## src/rtl/regbus_pkg.sv

```systemverilog
// Package: shared function codes and status layout for the register bus datapath.
// Assumes a 5-bit function field; flag bit order is fixed by the port contract.
package regbus_pkg;

    typedef enum logic [4:0] {
        OP_PASS = 5'b00000,
        OP_INC  = 5'b00001,
        OP_ADD  = 5'b00010,
        OP_SUB  = 5'b00101,
        OP_DEC  = 5'b00110,
        OP_AND  = 5'b01000,
        OP_OR   = 5'b01010,
        OP_XOR  = 5'b01100,
        OP_NOT  = 5'b01110,
        OP_SHR  = 5'b10000,
        OP_SHL  = 5'b11000
    } alu_op_e;

    typedef struct packed {
        logic ovf;
        logic sign;
        logic zero;
        logic carry;
    } status_t;

endpackage

```

## src/rtl/regbus_rdmux.sv

```systemverilog
// Operand selector: code 0 picks the external word, code k picks register k.
// Assumes registers are packed R1 at the lowest slice of regs_flat.
module regbus_rdmux #(
    parameter int DW   = 8,
    parameter int NREG = 7,
    parameter int SELW = 3
) (
    input  logic [SELW-1:0]    sel,
    input  logic [DW-1:0]      ext_in,
    input  logic [NREG*DW-1:0] regs_flat,
    output logic [DW-1:0]      bus
);

    // Priority-free one-hot style selection over the register slices.
    always_comb begin
        bus = ext_in;
        for (int i = 1; i <= NREG; i++) begin
            if (sel == SELW'(i)) bus = regs_flat[(i-1)*DW +: DW];
        end
    end

endmodule

```

## src/rtl/regbus_regs.sv

```systemverilog
// General register bank with a destination decoder; code 0 writes nothing.
// Assumes synchronous active-low reset clearing every register.
module regbus_regs #(
    parameter int DW   = 8,
    parameter int NREG = 7,
    parameter int SELW = 3
) (
    input  logic               clk,
    input  logic               rst_n,
    input  logic [SELW-1:0]    wr_sel,
    input  logic [DW-1:0]      wr_data,
    output logic [NREG*DW-1:0] regs_flat
);

    logic [NREG-1:0] wr_en;

    // Destination decode: one enable per register, none for code 0.
    always_comb begin
        for (int i = 0; i < NREG; i++) wr_en[i] = (wr_sel == SELW'(i + 1));
    end

    for (genvar g = 0; g < NREG; g++) begin : g_reg
        logic [DW-1:0] q;
        // Storage element for register g+1.
        always_ff @(posedge clk) begin
            if (!rst_n)        q <= '0;
            else if (wr_en[g]) q <= wr_data;
        end
        assign regs_flat[g*DW +: DW] = q;
    end

endmodule

```

## src/rtl/regbus_alu.sv

```systemverilog
// Shared ALU: one adder serves inc/add/sub/dec; logic and shift ops beside it.
// Assumes DW >= 2; undefined codes pass A and report op_ok = 0.
module regbus_alu
    import regbus_pkg::*;
#(
    parameter int DW  = 8,
    parameter int OPW = 5
) (
    input  logic [DW-1:0]  a,
    input  logic [DW-1:0]  b,
    input  logic [OPW-1:0] opr,
    output logic [DW-1:0]  result,
    output status_t        status,
    output logic           op_ok
);

    logic [DW-1:0] add_b;
    logic          add_cin;
    logic          use_add;
    logic [DW:0]   sum_full;
    logic [DW-1:0] sum_low;
    logic          c_out;
    logic          v_out;

    // Adder operand choice for the arithmetic functions.
    always_comb begin
        add_b   = '0;
        add_cin = 1'b0;
        use_add = 1'b1;
        case (opr)
            OP_INC:  begin add_b = '0; add_cin = 1'b1; end
            OP_ADD:  begin add_b = b;  add_cin = 1'b0; end
            OP_SUB:  begin add_b = ~b; add_cin = 1'b1; end
            OP_DEC:  begin add_b = '1; add_cin = 1'b0; end
            default: use_add = 1'b0;
        endcase
    end

    assign sum_full = {1'b0, a} + {1'b0, add_b} + {{DW{1'b0}}, add_cin};
    assign sum_low  = {1'b0, a[DW-2:0]} + {1'b0, add_b[DW-2:0]} + {{(DW-1){1'b0}}, add_cin};

    // Result and carry/overflow selection per function.
    always_comb begin
        result = a;
        c_out  = 1'b0;
        v_out  = 1'b0;
        op_ok  = 1'b1;
        if (use_add) begin
            result = sum_full[DW-1:0];
            c_out  = sum_full[DW];
            v_out  = sum_low[DW-1] ^ sum_full[DW];
        end else begin
            case (opr)
                OP_PASS: result = a;
                OP_AND:  result = a & b;
                OP_OR:   result = a | b;
                OP_XOR:  result = a ^ b;
                OP_NOT:  result = ~a;
                OP_SHR:  begin result = {1'b0, a[DW-1:1]}; c_out = a[0]; end
                OP_SHL:  begin result = {a[DW-2:0], 1'b0}; c_out = a[DW-1]; end
                default: begin result = a; op_ok = 1'b0; end
            endcase
        end
    end

    // Status assembly from the chosen result.
    always_comb begin
        status.ovf   = v_out;
        status.sign  = result[DW-1];
        status.zero  = (result == '0);
        status.carry = c_out;
    end

endmodule

```

## src/rtl/regbus_datapath.sv

```systemverilog
// Top: register bank, two operand selectors, shared ALU and status register.
// One control word per clock; out_bus is combinational, writes and flags at the edge.
module regbus_datapath
    import regbus_pkg::*;
#(
    parameter int DW   = 8,
    parameter int NREG = 7,
    parameter int SELW = 3,
    parameter int OPW  = 5,
    localparam int CWW = 3 * SELW + OPW,
    localparam int FW  = $bits(status_t)
) (
    input  logic           clk,
    input  logic           rst_n,
    input  logic [CWW-1:0] ctrl_word,
    input  logic [DW-1:0]  ext_in,
    output logic [DW-1:0]  out_bus,
    output logic [FW-1:0]  flags
);

    logic [SELW-1:0]    sel_a, sel_b, sel_d;
    logic [OPW-1:0]     opr;
    logic [NREG*DW-1:0] regs_flat;
    logic [DW-1:0]      bus_a, bus_b, alu_res;
    status_t            alu_stat;
    logic               alu_ok;
    status_t            stat_q;

    assign sel_a = ctrl_word[CWW-1 -: SELW];
    assign sel_b = ctrl_word[CWW-1-SELW -: SELW];
    assign sel_d = ctrl_word[OPW +: SELW];
    assign opr   = ctrl_word[OPW-1:0];

    regbus_regs #(.DW(DW), .NREG(NREG), .SELW(SELW)) u_regs (
        .clk(clk), .rst_n(rst_n), .wr_sel(sel_d), .wr_data(alu_res), .regs_flat(regs_flat)
    );

    regbus_rdmux #(.DW(DW), .NREG(NREG), .SELW(SELW)) u_mux_a (
        .sel(sel_a), .ext_in(ext_in), .regs_flat(regs_flat), .bus(bus_a)
    );

    regbus_rdmux #(.DW(DW), .NREG(NREG), .SELW(SELW)) u_mux_b (
        .sel(sel_b), .ext_in(ext_in), .regs_flat(regs_flat), .bus(bus_b)
    );

    regbus_alu #(.DW(DW), .OPW(OPW)) u_alu (
        .a(bus_a), .b(bus_b), .opr(opr), .result(alu_res), .status(alu_stat), .op_ok(alu_ok)
    );

    // Status register: loads only on defined functions.
    always_ff @(posedge clk) begin
        if (!rst_n)      stat_q <= '0;
        else if (alu_ok) stat_q <= alu_stat;
    end

    assign out_bus = alu_res;
    assign flags   = stat_q;

endmodule

```

## config.mk

```make
export PLATFORM = sky130hd
export DESIGN_NAME = regbus_datapath
export DESIGN_NICKNAME = d
export VERILOG_FILES = /design/src/rtl/regbus_pkg.sv /design/src/rtl/regbus_rdmux.sv /design/src/rtl/regbus_regs.sv /design/src/rtl/regbus_alu.sv /design/src/rtl/regbus_datapath.sv
export SDC_FILE = /design/constraint.sdc
export NUM_CORES = 1
export LEC_CHECK = 0
export CAP_MARGIN = 10
export CORE_AREA = 4 4 96 98
export DETAILED_ROUTE_END_ITERATION = 6
export DIE_AREA = 0 0 100 102
export PLACE_DENSITY = 0.87
export REMOVE_ABC_BUFFERS = 1
export SLEW_MARGIN = 20
export SYNTH_ARGS = -nofsm -noshare
export SYNTH_HDL_FRONTEND = slang
export SYNTH_SLANG_ARGS = --single-unit
```

## constraint.sdc

```tcl
create_clock -name clk -period 6.9 [get_ports clk]
set_input_delay 1.725 -clock clk [delete_from_list [all_inputs] [get_ports clk]]
set_output_delay 1.725 -clock clk [all_outputs]
set_load 0.005 [all_outputs]
```

==> results.rst <==
.. list-table::
   :header-rows: 1

   * - Metric
     - Value
   * - Min cycle time layout
     - approximately 6800 ps
   * - Cell count after synthesis
     - around 630
   * - Starting Density
     - 0.583
   * - R2R cell count
     - 19
   * - Routability cong.
     - between 0.9 and 1
   * - Total die area
     - 0.0102 mm²
   * - First-pass GRT wire length
     - about 27000 µm
   * - Number of levels in the clock H-tree
     - 3
   * - Nets@finish
     - around 770
   * - Sequential cell area
     - 0.00120 mm²
   * - Primary flip-flop cell chosen by synthesis mapping
     - dfxtp_1
   * - Clock tree from TritonCTS
     - yes
   * - Clock Tree Root
     - clkbuf_8
   * - Die Height
     - ~100 µm
   * - Cell Pwr Density
     - 161 mW/mm²
   * - Global router's overall resource usage
     - 0.333
   * - Worst-Skew Late Latency
     - around 350 ps
   * - Worst Setup SP
     - ctrl_word[9]
   * - I/O Buffers
     - 35
   * - DRT iter0 DRCs
     - 608
   * - End of the worst register-to-register path
     - flags[1]$_SDFFE_PN0P_
   * - Final wirelength
     - about 17000 µm
   * - Portion of the post-synthesis area used by sequential elements
     - 0.243
   * - Setup crit end kind
     - output port
   * - Data arrival time at the worst-slack endpoint
     - between 5000 and 6000 ps
   * - Clock skew after layout
     - just over 8 ps
   * - Layout fillers
     - 625
   * - Total gr overflow
     - 0
   * - TritonCTS buffer count
     - 9
   * - Diode count
     - 0
   * - Startpoint of the lowest-slack hold path
     - flags[3]$_SDFFE_PN0P_
   * - Yosys synthesis warning count
     - 0
   * - Maximum clock rate
     - 147 MHz
   * - Leakage power of the design
     - about 2.4 nW
   * - Max-slew headroom
     - 0.456
   * - Number of maximum-capacitance violations
     - 0
   * - First-pass detailed-route iteration total
     - 6
   * - Number of rows in the core area
     - 34
   * - Flip-flop and latch count after synthesis
     - 60
   * - Clock edge transition at the registers on the reported setup and hold paths
     - approximately 70 ps
   * - Antenna violations before repair
     - 0
   * - Hold Vio Cnt, Final
     - 0
   * - Area Growth Syn to Fin
     - 25.1%
   * - Hold buffers post-CTS
     - 0
   * - Worst min-delay path category
     - flop to flop
   * - Count of nets left with antenna violations after detail routing
     - 0
   * - Finish-stage setup viols
     - 0
   * - Worst hold stages
     - 2
   * - TritonCTS Sinks
     - 60
   * - Required time at the worst-slack endpoint
     - 5180 ps
   * - Kind of launch point of the worst setup path
     - input pin
   * - Total area of multi-input combinational cells
     - 0.00348 mm²
   * - Buffer levels on the longest clock path
     - 2
   * - Unrepaired setup endpoints after global routing
     - yes
   * - Reg2Reg Launch Point
     - u_regs.g_reg[1].q[0]$_SDFFE_PN0N_
   * - FF-to-FF setup slack
     - roughly 3200 ps
   * - Maximum number of pins on one net before global-route repair
     - 60
   * - Number of synthesized flops with an enable pin
     - 0
   * - Period utilisation layout
     - 0.983
   * - Remaining routing DRC violations
     - 0
   * - Endpoint with the worst hold slack
     - flags[3]$_SDFFE_PN0P_
   * - Top library cells by usage in the layout, fill and taps aside
     - 138 x nand2_1, 90 x buf_4, 75 x a21oi_1, 60 x dfxtp_1, 27 x inv_1
   * - Class of the most critical setup path
     - input pin to output port
   * - CP max FO
     - 7
   * - Placed wire-length estimate
     - about 12000 µm
   * - Layout cells sized above 1
     - 0.259
   * - Actual transition at the worst max-transition pin
     - a little over 800 ps
   * - Routed WL per cell
     - around 20 µm
   * - Maximum resistive drop on vdd
     - about 0.14 mV
   * - Number of global-route vias before repair
     - roughly 5.2k
   * - Share of flip-flops with an asynchronous set or reset after synthesis
     - 0
   * - Synthesized cell area
     - 0.00493 mm²
   * - Sum Neg Setup Slack
     - 0 ps
   * - Vias per cell
     - 6.58
   * - Via count
     - approximately 5.5k
   * - Core Area
     - ~0.0085 mm²
   * - Post-synthesis cell type count
     - 80
   * - Most common library cell in the layout ignoring fill and taps
     - nand2_1
   * - Placed Instance Area
     - a little under 0.006 mm²
   * - Area of all placed cells without fillers
     - a little over 0.006 mm²
   * - IO Pins
     - 36
   * - Average cell area after synthesis
     - between 7 and 8 µm²
   * - Chip width
     - approximately 100 µm
   * - Max-slew violation total from the final report
     - 0
   * - Outcome
     - finished clean
[sequential cells by signal, summed over array words and instances, names as in the netlist]
name,cells
flags,4
u_regs.g.q,56
[repair_timing]
| action | CTS | global route |
|---|---|---|
| setup endpoints to repair | 7 | 6 |
| pin swaps | 10 | 5 |
| setup buffers | 7 | 0 |
| gates resized for setup | 26 | 15 |
[how the worst max path moves through the flow]
stage,slack (ps),endpoint,cells after the start
finish,110,out_bus[4],17
detailed placement,-590,out_bus[6],18
global placement,-520,out_bus[6],18
global route,-30,out_bus[4],17
floorplan,650,out_bus[6],16
CTS,2,out_bus[5],18
[through the flow]
stage	cells	setup WS, ps	util	power (mW)	hold slack (ps)
floorplan	583	649	-	0.515	436
global placement	813	-520	0.691	0.661	438
detailed placement	813	-591	0.692	0.669	453
CTS	834	2.24	0.723	0.984	462
global route	834	-29.0	0.729	1.03	491
finish	834	114	0.729	0.994	463
[final cells by class]
| cell class | instances | area share |
|---|---|---|
| clock buffer | 10 | 0.0223 |
| clock inverter | 4 | 0.00831 |
| inverter | 29 | 0.0176 |
| multi-input combinational | 494 | 0.563 |
| sequential | 60 | 0.195 |
| tap | 108 | 0.0219 |
| timing repair buffer | 129 | 0.172 |
[cells by family (layout without fill, tap and decap cells)]
logic type | count (synthesis) | count (layout) | synth area share
and+or+nand+nor | 242 | 242 | 0.239
AOI/OAI and AO/OA | 182 | 182 | 0.247
buffers and inverters | 74 | 172 | 0.0667
DFF | 60 | 60 | 0.243
muxes | 39 | 39 | 0.126
adders and majority gates | 25 | 25 | 0.0664
xor gates and xnor gates | 6 | 6 | 0.0107
[power breakdown]
group / switching (mW) / internal [mW]
logic: 0.170 / 0.142
clock network: 0.142 / 0.172
registers: 0.0101 / 0.358
total: 0.322 / 0.672
[metal layers]
metal | track usage | wire length [µm] | up-vias | part of all wire
met4 | 0.198 | 830 | 0 | 0.049
met5 | 0 | 0 | - | 0
met2 | 0.552 | 8030 | 414 | 0.47
met1 | 0.409 | 6260 | 2528 | 0.37
li1 | - | - | 2458 | -
met3 | 0.0573 | 1830 | 87 | 0.11
[synth_stat cells (11+ instances only)]
master,number,area [µm²]
dfxtp_1,60,1200
nand2_1,138,518
nor2_1,24,90.1
o21ai_0,24,120
ha_1,23,288
o22ai_1,13,81.3
mux2_2,13,146
inv_1,27,101
clkbuf_1,24,90.1
buf_2,11,55.1
a21oi_1,83,415
mux4_2,16,360
[critical path: stages]
cell             delay, ps
clkdlybuf4s15_2        230
buf_4                  170
buf_4                  160
mux2_2                 230
o22ai_1                 70
a222oi_1               390
nand2_1                150
o21ai_2                100
o21a_1                 150
o21ai_1                100
fa_1                   440
nand2b_1               210
a21oi_2                150
xor2_1                 170
o32ai_1                130
a221oi_4               300
clkbuf_2               170
No activity file was read; power rests on OpenSTA's default activity.
